File: src/rtl/dma_seq_pkg.sv
package dma_seq_pkg;

    typedef enum logic [1:0] {
        DIR_P2M = 2'd0,
        DIR_M2P = 2'd1,
        DIR_M2M = 2'd2
    } dir_e;

    localparam int FLAG_HT    = 0;
    localparam int FLAG_TC    = 1;
    localparam int FLAG_TE    = 2;
    localparam int FLAG_FE    = 3;
    localparam int FLAG_DME   = 4;
    localparam int NUM_FLAGS  = 5;

    // Item size code to byte step; code 3 is treated as a word
    function automatic logic [2:0] size_bytes(input logic [1:0] code);
        case (code)
            2'd0:    return 3'd1;
            2'd1:    return 3'd2;
            default: return 3'd4;
        endcase
    endfunction

endpackage

File: src/rtl/dma_seq_addr.sv
module dma_seq_addr
    import dma_seq_pkg::*;
#(
    parameter int AW = 32
) (
    input  logic          clk,
    input  logic          rst_n,
    input  logic          load,
    input  logic [AW-1:0] load_val,
    input  logic          step_en,
    input  logic          inc_en,
    input  logic [1:0]    size_code,
    output logic [AW-1:0] addr
);

    typedef struct packed {
        logic [AW-1:0] addr;
    } addr_st_t;

    addr_st_t st_d, st_q;
    logic [AW-1:0] step;

    always_comb begin
        step = AW'(size_bytes(size_code));
        st_d = st_q;
        if (load) begin
            st_d.addr = load_val;
        end else if (step_en && inc_en) begin
            st_d.addr = st_q.addr + step;
        end
    end

    always_ff @(posedge clk or negedge rst_n) begin
        if (!rst_n) st_q <= '0;
        else        st_q <= st_d;
    end

    assign addr = st_q.addr;

    AST_ADDR_FIXED: assert property (@(posedge clk) disable iff (!rst_n)
        (step_en && !load && !inc_en) |=> $stable(addr));
    AST_ADDR_RELOAD: assert property (@(posedge clk) disable iff (!rst_n)
        load |=> (addr == $past(load_val)));

endmodule

File: src/rtl/dma_seq_flags.sv
module dma_seq_flags #(
    parameter int NF = 5
) (
    input  logic          clk,
    input  logic          rst_n,
    input  logic [NF-1:0] set,
    input  logic [NF-1:0] clr,
    input  logic [NF-1:0] ie,
    output logic [NF-1:0] flags,
    output logic          irq
);

    typedef struct packed {
        logic [NF-1:0] f;
    } flag_st_t;

    flag_st_t st_d, st_q;

    always_comb begin
        st_d   = st_q;
        // an event in the same cycle as its clear keeps the flag set
        st_d.f = (st_q.f & ~clr) | set;
    end

    always_ff @(posedge clk or negedge rst_n) begin
        if (!rst_n) st_q <= '0;
        else        st_q <= st_d;
    end

    assign flags = st_q.f;
    assign irq   = |(st_q.f & ie);

    AST_FLAG_STICKY: assert property (@(posedge clk) disable iff (!rst_n)
        ((st_q.f & ~clr) != '0) |=> ((st_q.f & $past(st_q.f & ~clr)) == $past(st_q.f & ~clr)));
    AST_SET_WINS: assert property (@(posedge clk) disable iff (!rst_n)
        (set != '0) |=> ((st_q.f & $past(set)) == $past(set)));

endmodule

File: src/rtl/dma_stream_seq.sv
module dma_stream_seq
    import dma_seq_pkg::*;
#(
    parameter int AW = 32,
    parameter int CW = 16
) (
    input  logic                 clk,
    input  logic                 rst_n,
    input  logic                 cfg_en,
    input  logic [1:0]           cfg_dir,
    input  logic                 cfg_pfc,
    input  logic                 cfg_circ,
    input  logic                 cfg_dbuf,
    input  logic                 cfg_pinc,
    input  logic                 cfg_minc,
    input  logic [1:0]           cfg_psize,
    input  logic [1:0]           cfg_msize,
    input  logic [CW-1:0]        cfg_count,
    input  logic [AW-1:0]        cfg_paddr,
    input  logic [AW-1:0]        cfg_m0addr,
    input  logic [AW-1:0]        cfg_m1addr,
    input  logic [NUM_FLAGS-1:0] flag_ie,
    input  logic [NUM_FLAGS-1:0] flag_clr,
    input  logic                 sw_trig,
    input  logic                 item_req,
    input  logic                 xfer_ack,
    input  logic                 periph_end,
    input  logic                 err_xfer,
    input  logic                 err_fifo,
    input  logic                 err_direct,
    output logic                 xfer_valid,
    output logic [AW-1:0]        src_addr,
    output logic [AW-1:0]        dst_addr,
    output logic [CW-1:0]        remaining,
    output logic                 active,
    output logic                 buf_sel,
    output logic [NUM_FLAGS-1:0] flags,
    output logic                 irq
);

    localparam logic [CW-1:0] CNT_ONE = CW'(1);

    typedef struct packed {
        logic          active;
        logic          en_prev;
        logic          trig;
        logic          buf_sel;
        logic          pfc;
        logic          wrap_mode;
        logic          dbuf;
        dir_e          dir;
        logic [CW-1:0] rem;
        logic [CW-1:0] len;
    } ctl_t;

    ctl_t ctl_d, ctl_q;

    logic                 start, beat, last, wrap, half_hit, end_hit, stop;
    logic [CW-1:0]        rem_dec;
    logic [AW-1:0]        per_addr, mem_addr, mem_reload;
    logic [NUM_FLAGS-1:0] ev;

    always_comb begin
        start      = cfg_en && !ctl_q.en_prev && !ctl_q.active && (cfg_pfc || cfg_count != '0);
        xfer_valid = ctl_q.active && ((ctl_q.dir == DIR_M2M) ? ctl_q.trig : item_req);
        beat       = xfer_valid && xfer_ack;
        rem_dec    = ctl_q.rem - CNT_ONE;
        last       = beat && !ctl_q.pfc && (ctl_q.rem == CNT_ONE);
        wrap       = last && ctl_q.wrap_mode;
        half_hit   = beat && !ctl_q.pfc && (rem_dec == (ctl_q.len >> 1));
        end_hit    = ctl_q.active && ctl_q.pfc && periph_end;

        ev           = '0;
        ev[FLAG_HT]  = half_hit;
        ev[FLAG_TC]  = last || end_hit;
        ev[FLAG_TE]  = ctl_q.active && err_xfer;
        ev[FLAG_FE]  = ctl_q.active && err_fifo;
        ev[FLAG_DME] = ctl_q.active && err_direct;

        stop = !cfg_en || ev[FLAG_TE] || (last && !wrap) || end_hit;

        // next memory start: buffer 0 on start, otherwise the buffer being switched to
        mem_reload = (!start && ctl_q.dbuf && !ctl_q.buf_sel) ? cfg_m1addr : cfg_m0addr;

        ctl_d         = ctl_q;
        ctl_d.en_prev = cfg_en;
        if (start) begin
            ctl_d.active    = 1'b1;
            ctl_d.trig      = 1'b0;
            ctl_d.buf_sel   = 1'b0;
            ctl_d.pfc       = cfg_pfc;
            ctl_d.wrap_mode = cfg_circ || cfg_dbuf;
            ctl_d.dbuf      = cfg_dbuf;
            ctl_d.dir       = dir_e'(cfg_dir);
            ctl_d.rem       = cfg_count;
            ctl_d.len       = cfg_count;
        end else if (ctl_q.active) begin
            if (beat && !ctl_q.pfc) begin
                ctl_d.rem = wrap ? ctl_q.len : rem_dec;
            end
            if (wrap && ctl_q.dbuf) begin
                ctl_d.buf_sel = !ctl_q.buf_sel;
            end
            if (ctl_q.dir == DIR_M2M && sw_trig) begin
                ctl_d.trig = 1'b1;
            end
            if (stop) begin
                ctl_d.active = 1'b0;
                ctl_d.trig   = 1'b0;
            end
        end
    end

    always_ff @(posedge clk or negedge rst_n) begin
        if (!rst_n) ctl_q <= '0;
        else        ctl_q <= ctl_d;
    end

    dma_seq_addr #(.AW(AW)) u_per_addr (
        .clk       (clk),
        .rst_n     (rst_n),
        .load      (start || wrap),
        .load_val  (cfg_paddr),
        .step_en   (beat),
        .inc_en    (cfg_pinc),
        .size_code (cfg_psize),
        .addr      (per_addr)
    );

    dma_seq_addr #(.AW(AW)) u_mem_addr (
        .clk       (clk),
        .rst_n     (rst_n),
        .load      (start || wrap),
        .load_val  (mem_reload),
        .step_en   (beat),
        .inc_en    (cfg_minc),
        .size_code (cfg_msize),
        .addr      (mem_addr)
    );

    dma_seq_flags #(.NF(NUM_FLAGS)) u_flags (
        .clk   (clk),
        .rst_n (rst_n),
        .set   (ev),
        .clr   (flag_clr),
        .ie    (flag_ie),
        .flags (flags),
        .irq   (irq)
    );

    assign src_addr  = (ctl_q.dir == DIR_M2P) ? mem_addr : per_addr;
    assign dst_addr  = (ctl_q.dir == DIR_M2P) ? per_addr : mem_addr;
    assign remaining = ctl_q.rem;
    assign active    = ctl_q.active;
    assign buf_sel   = ctl_q.buf_sel;

    AST_REM_NONZERO: assert property (@(posedge clk) disable iff (!rst_n)
        (ctl_q.active && !ctl_q.pfc) |-> (ctl_q.rem != '0));
    AST_DONE_STOPS: assert property (@(posedge clk) disable iff (!rst_n)
        (last && !ctl_q.wrap_mode) |=> !active);
    AST_BUF_TOGGLE: assert property (@(posedge clk) disable iff (!rst_n)
        (last && ctl_q.dbuf) |=> (buf_sel != $past(buf_sel)));
    AST_PFC_HOLD: assert property (@(posedge clk) disable iff (!rst_n)
        (ctl_q.active && ctl_q.pfc) |=> $stable(remaining));
    AST_TE_STOPS: assert property (@(posedge clk) disable iff (!rst_n)
        (active && err_xfer) |=> !active);
    AST_NO_ITEM_IDLE: assert property (@(posedge clk) disable iff (!rst_n)
        !active |=> $stable(remaining) || active);

endmodule

File: config.mk
export PLATFORM = sky130hd
export DESIGN_NAME = dma_stream_seq
export DESIGN_NICKNAME = d
export VERILOG_FILES = /design/src/rtl/dma_seq_pkg.sv /design/src/rtl/dma_seq_addr.sv /design/src/rtl/dma_seq_flags.sv /design/src/rtl/dma_stream_seq.sv
export SDC_FILE = /design/constraint.sdc
export NUM_CORES = 1
export LEC_CHECK = 0
export BUFFER_PORTS_ARGS = -buffer_cell sky130_fd_sc_hd__buf_2
export CORE_ASPECT_RATIO = 0.8
export CORE_MARGIN = 2
export CORE_UTILIZATION = 36
export CTS_CLUSTER_DIAMETER = 40
export DETAILED_ROUTE_END_ITERATION = 12
export GPL_ROUTABILITY_DRIVEN = 0
export PLACE_DENSITY = 0.66
export SYNTH_ARGS = -nofsm -noshare
export SYNTH_HDL_FRONTEND = slang
export SYNTH_SLANG_ARGS = --single-unit
File: constraint.sdc
create_clock -name clk -period 4.55 [get_ports clk]
set_input_delay 0.91 -clock clk [delete_from_list [all_inputs] [get_ports clk]]
set_output_delay 0.91 -clock clk [all_outputs]
set_load 0.05 [all_outputs]
==> metrics, run 1 <==
RSZ-0062 raised after global routing false; Post-Synthesis Cells between 1,000 and 1,500; slew of the pin with the lowest slew margin 0.981 ns; Iter 0 DRT Violations approximately 730; dominant cell type by area after synthesis dfrtp_1; drt total wl 26,900 um; Post-DRT Antenna Nets 0; layout cells sized above 1 between 20% and 30%; vias in the first global route about 7,600; clock skew after layout 0.0135 ns; Worst-path clk slew 0.08 ns; Synth top area share 35.5%; status finished, final reports clean; Overall Global Routing Usage 23.6%; fill cell count around 2,200; Async S/R FF share, synth between 90% and 100%; CP endpoint kind register; Worst R2R Setup Slack 1.00 ns; Peak VDD IR about 0.3 mV; crit path from remaining[3]; num rows 47; die area 0.0227 mm2; endpoints failing hold 0; CP Launch Type register; cts bufs inserted 9; synth top area cells dfrtp_1 35%, nand2_1 14%, o21ai_0 6.2%; Die Width between 150 and 200 um; die height 135 um; Setup CP Type register to register; drt drc 0; Reg-to-Reg Start remaining[3]; drt first pass iters 5; CP max FO 56; H-tree level count 3; final setup TNS 0 ns; Slew headroom 34.6%; HP Class register to register; FF-to-FF path depth 8; post-route insts no fill roughly 1,500; initial core utilization between 30 and 40%; number of gates resized after CTS 0; Req. time, crit path between 4 and 5 ns; Primary FF master, synth dfrtp_1; synth cell count leaders 298 x nand2_1, 110 x dfrtp_1, 96 x o21ai_0; register area around 0.0028 mm2; Clock Path Buffers 2; Setup violations, final 0; grt ovf 0; Ys Warns 0; quantity of hold-fixing buffers added after cts 0; CTS tree done; Clock Latency Late Sink about 0.36 ns; final instance area between 0.009 and 0.01 mm2; DR vias/cell around 5.5; post-DP HPWL between 20,000 and 25,000 um; Tcrit/Tclk final a little under 80%; Worst EP arrival approximately 3.8 ns; most common cell in the netlist nand2_1; placed cell areas 0.00900 mm2; Synth Area per Inst 7.39 um2; largest net degree at the start of global routing 57; num ports between 200 and 250; termination of the worst setup path u_mem_addr.addr[2]; Cell Area, Synth about 0.0078 mm2; sequential area share after synthesis a little over a third; Post-synth EDFFs 0; Layout area overhead 20.2%; Root Buffer clkbuf_16; DP Cell Count ~1,500; Final min period ~3.5 ns; Yosys cell types just over 70; nets@finish 1,379; Fin Hold WS just under 0.5 ns; max cap viols 0; FMAX around 280 MHz; routed vias 8,249; initial antenna violation count 5; Net Count, Synth approximately 1,200; IO Port Bufs around 230; FF+latch count, synth 110; area occupied by multi-input gates between 0.004 and 0.005 mm2; setup ws final roughly 1.0 ns; first-pass GRT wire length about 42,000 um; core area around 0.021 mm2; Leak approximately 4.4 nW; Tot Pwr 3.84 mW; Clock Sink Count 110; Pwr per Cell Area 412 mW/mm2; number of setup buffers added after CTS 0; drt wl/cell 17.9 um; Post-Place Worst Slack around 0.99 ns; Worst R2R End u_mem_addr.addr[2]; Final Core Density 44.5%; fin. max-slew vios 0
## per-layer routing
layer	vias to the layer above	wire [um]	track usage (%)
li1	3980	-	-
met1	3887	12600	34.5
met2	337	11700	35.1
met3	45	1790	3.56
met4	0	763	9.24
met5	-	0	0
## worst min-delay path by stage
stage                   from        to  slack (ns)  depth (start not counted)
finish              ctl_q[0]  ctl_q[0]        0.49                          2
global placement    ctl_q[0]  ctl_q[0]        0.47                          2
global route        ctl_q[0]  ctl_q[0]        0.52                          2
detailed placement  ctl_q[0]  ctl_q[0]        0.48                          2
floorplan           ctl_q[0]  ctl_q[0]        0.45                          2
CTS                 ctl_q[0]  ctl_q[0]        0.49                          2
## state kept, by name, summed over array words and instances (netlist names)
register,flops
u_mem_addr.addr,32
u_per_addr.addr,32
ctl_q,23
remaining,16
u_flags.flags,5
active,1
buf_sel,1
## layout by cell type, fill, tap and decap left out, types with 18 or more instances in the layout
| master | synthesis | routed |
|---|---|---|
| a21oi_1 | 47 | 47 |
| nand3_1 | 36 | 36 |
| buf_2 | 10 | 230 |
| o21ai_0 | 96 | 96 |
| nor2_1 | 76 | 76 |
| inv_1 | 19 | 19 |
| nand2_1 | 298 | 298 |
| dfrtp_1 | 110 | 110 |
| nor3_1 | 18 | 18 |
| xor2_1 | 27 | 27 |
| xnor2_1 | 30 | 30 |
## cell families after synthesis
kind of cell,after synthesis,synth area share (%)
adder cells (fa/ha/maj),10,1.81
XOR/XNOR,58,6.65
multiplexers,4,0.532
AO/OA/AOI/OAI,249,19.7
AND/OR/NAND/NOR,519,29.9
buffers and inverters,99,5.94
flip-flops,110,35.5
## power breakdown
part	internal (mW)	switching (mW)	total, mW	leakage, nW
Clock	0.438	0.403	0.842	0.150
Sequential	1.13	0.249	1.37	1.36
Combinational	0.472	1.15	1.62	2.87
Total	2.04	1.80	3.84	4.38
## worst max-delay path, cell delays in order (launching register included)
cell	delay [ns]
dfrtp_1	0.49
nor4_4	0.51
nand4_1	0.40
buf_4	0.33
o21ai_4	0.57
buf_4	0.57
nor2_1	0.10
a221oi_1	0.28
a21oi_1	0.11
## cell type report
type,count,share of cell area [%]
Inverter,19,0.765
Clock inverter,6,0.819
Timing Repair Buffer,246,13.6
Sequential cell,110,29.5
Clock buffer,10,2.46
Tap cell,269,3.61
Multi-Input combinational cell,840,49.0
Antenna cell,5,0.134
No activity file was read; power rests on OpenSTA's default activity.
==> inputs of run 2 (changes only) <==
- clock period: 4.55 -> 3.6 ns (I/O delays scaled with it)
==> run 2 against run 1 <==
Net effect:
- sequential share of layout area decreased by 0.29 points
- wire length rose by 1.3%
- register-to-register slack got worse by 0.33 ns
- clock power up 29%
- combinational power increased by 27%
==> metrics, run 2 (synthesized netlist as in run 1, its figures left out) <==
status finished, final reports clean; Clock Latency Late Sink 0.36 ns (about the same); vias in the first global route 7,624 (+0.21%); DP Cell Count 1,493 (+0.61%); die height 135 um (unchanged); Final min period 3.00 ns; register area 0.00275 mm2 (unchanged); Cell Chain, Critical Path nand2b_2, buf_4, nand2_1, o21ai_0, buf_2; initial core utilization 37.0% (unchanged); sw frac 47.1% (+0.11 points); Slew headroom 47.8% (+13 points); Worst EP arrival 2.28 ns (-1.49 ns); max cap viols 0 (unchanged); core area 0.0209 mm2 (unchanged); Layout area overhead 21.4%; Root Buffer clkbuf_16; CP endpoint kind primary output; Reg-to-Reg Start remaining[3]; commonest cells after routing, fill and taps aside 298 x nand2_1, 230 x buf_2, 110 x dfrtp_1; Req. time, crit path 2.88 ns (-1.89 ns); crit path max-delay cell type nand2b_2; number of gates resized after CTS 0 (unchanged); die area 0.0227 mm2 (unchanged); largest net degree at the start of global routing 83 (+46%); area occupied by multi-input gates 0.00457 mm2 (unchanged); drt total wl 27,300 um (+1.3%); NetSw 2.30 mW (+28%); Worst-path clk slew 0.07 ns (about the same); Tcrit/Tclk final between 80 and 90%; clock skew after layout 0.0147 ns (+0.00126 ns); Max stage delay on crit path 0.65 ns (+0.08 ns); drt first pass iters 5 (unchanged); Clock Path Buffers 2 (unchanged); FMAX between 300 and 400 MHz; nets@finish 1,388 (+0.65%); CP max FO 40 (-29%); num ports 232 (unchanged); Final Core Density 45.0% (+0.44 points); initial antenna violation count 5 (unchanged); clock power share 22.3% (+0.4 points); CP Launch Type register; Pint 2.59 mW (+27%); routed vias 8,256 (+0.085%); Setup CP Type register to primary output; fill cell count 2,180 (+0.28%); num rows 47 (unchanged); Post-DRT Antenna Nets 0 (unchanged); sequential share of power 35.6% (-0.2 points); Die Width 168 um (unchanged); logic gate share of total power 42.1% (-0.2 points); Leak 4.43 nW (+1.2%); Fin Hold WS 0.393 ns (-0.0936 ns); first-pass GRT wire length 42,700 um (+2.5%); DR vias/cell 5.45 (-0.58%); slew of the pin with the lowest slew margin 0.776 ns (-0.205 ns); Setup violations, final 0 (unchanged); drt drc 0 (unchanged); endpoints failing hold 0 (unchanged); Peak VDD IR 0.353 mV (+18%); HP Class input port to async pin; post-route insts no fill 1,515 (+0.66%); layout cells sized above 1 23.3% (+0.64 points); crit path from ctl_q[33]; RSZ-0062 raised after global routing false; fin. max-slew vios 0 (unchanged); IO Port Bufs 231 (unchanged); grt ovf 0 (unchanged); H-tree level count 3 (unchanged); CTS tree done; drt wl/cell 18.0 um (+0.67%); Pwr per Cell Area 519 mW/mm2 (+26%); final setup TNS 0 ns (unchanged); Overall Global Routing Usage 23.9% (+0.29 points); post-DP HPWL 20,800 um (+0.12%); Clock Sink Count 110 (unchanged); commonest non-fill, non-tap cell in the layout nand2_1; Iter 0 DRT Violations 777 (+6.1%); number of setup buffers added after CTS 0 (unchanged); cts bufs inserted 9 (unchanged); quantity of hold-fixing buffers added after cts 0 (unchanged)
==> run 2: cell count changes in the layout (fill, tap and decap cells not counted) <==
cell	before	now
clkinv_4	2	1
buf_12	0	1
clkinv_8	0	1
buf_4	16	24
diode_2	5	6
inv_6	2	4
inv_8	1	0
clkbuf_1	1	0
==> run 2: critical path: cells and delay by family (launching register included) <==
family	cells	cell delay (ns)
AO/OA/AOI/OAI	1	0.11
AND/OR/NAND/NOR	2	0.73
buffers and inverters	2	0.63
flip-flops	1	0.42
==> run 2: worst paths after layout <==
path                                      end  slack, ns  cells past startpoint
setup / recovery                 src_addr[23]       0.60                      5
hold / removal                       ctl_q[1]       0.39                      1
setup reg to reg           u_mem_addr.addr[8]       0.67                      7
hold reg to reg                      ctl_q[0]       0.49                      2
max in group asynchronous    u_flags.flags[2]       2.35                      2
min in group clk                     ctl_q[0]       0.49                      2
==> run 2: cell type report <==
class / instances / share of cell area, %
Antenna cell: 6 / 0.160
Clock buffer: 9 / 2.39
Clock inverter: 7 / 0.957
Inverter: 19 / 0.758
Multi-Input combinational cell: 840 / 48.6
Sequential cell: 110 / 29.2
Tap cell: 269 / 3.58
Timing Repair Buffer: 255 / 14.4
==> run 2: power by group through the flow <==
stage,clock [mW],combinational (mW),sequential [mW]
after floorplan,0,1.63,1.64
after global placement,0,2.03,1.75
after detailed placement,0,2.05,1.75
after CTS,1.11,2.06,1.73
after global routing,1.15,2.22,1.77
final,1.09,2.06,1.74
==> run 2: metrics by stage <==
stage / setup WS (ns) / cell area, um2 / total power [mW]
final: 0.603 / 9410 / 4.89
after floorplan: 0.874 / 7750 / 3.27
after global placement: 0.344 / 9080 / 3.78
after detailed placement: 0.324 / 9080 / 3.80
after CTS: 0.601 / 9400 / 4.90
after global routing: 0.480 / 9410 / 5.15
==> run 2: metal layers <==
metal	GRT usage [%]	wire length [um]
met1	35.1	12800
met2	36.8	12100
met3	3.71	1920
met4	5.94	403
met5	0	0
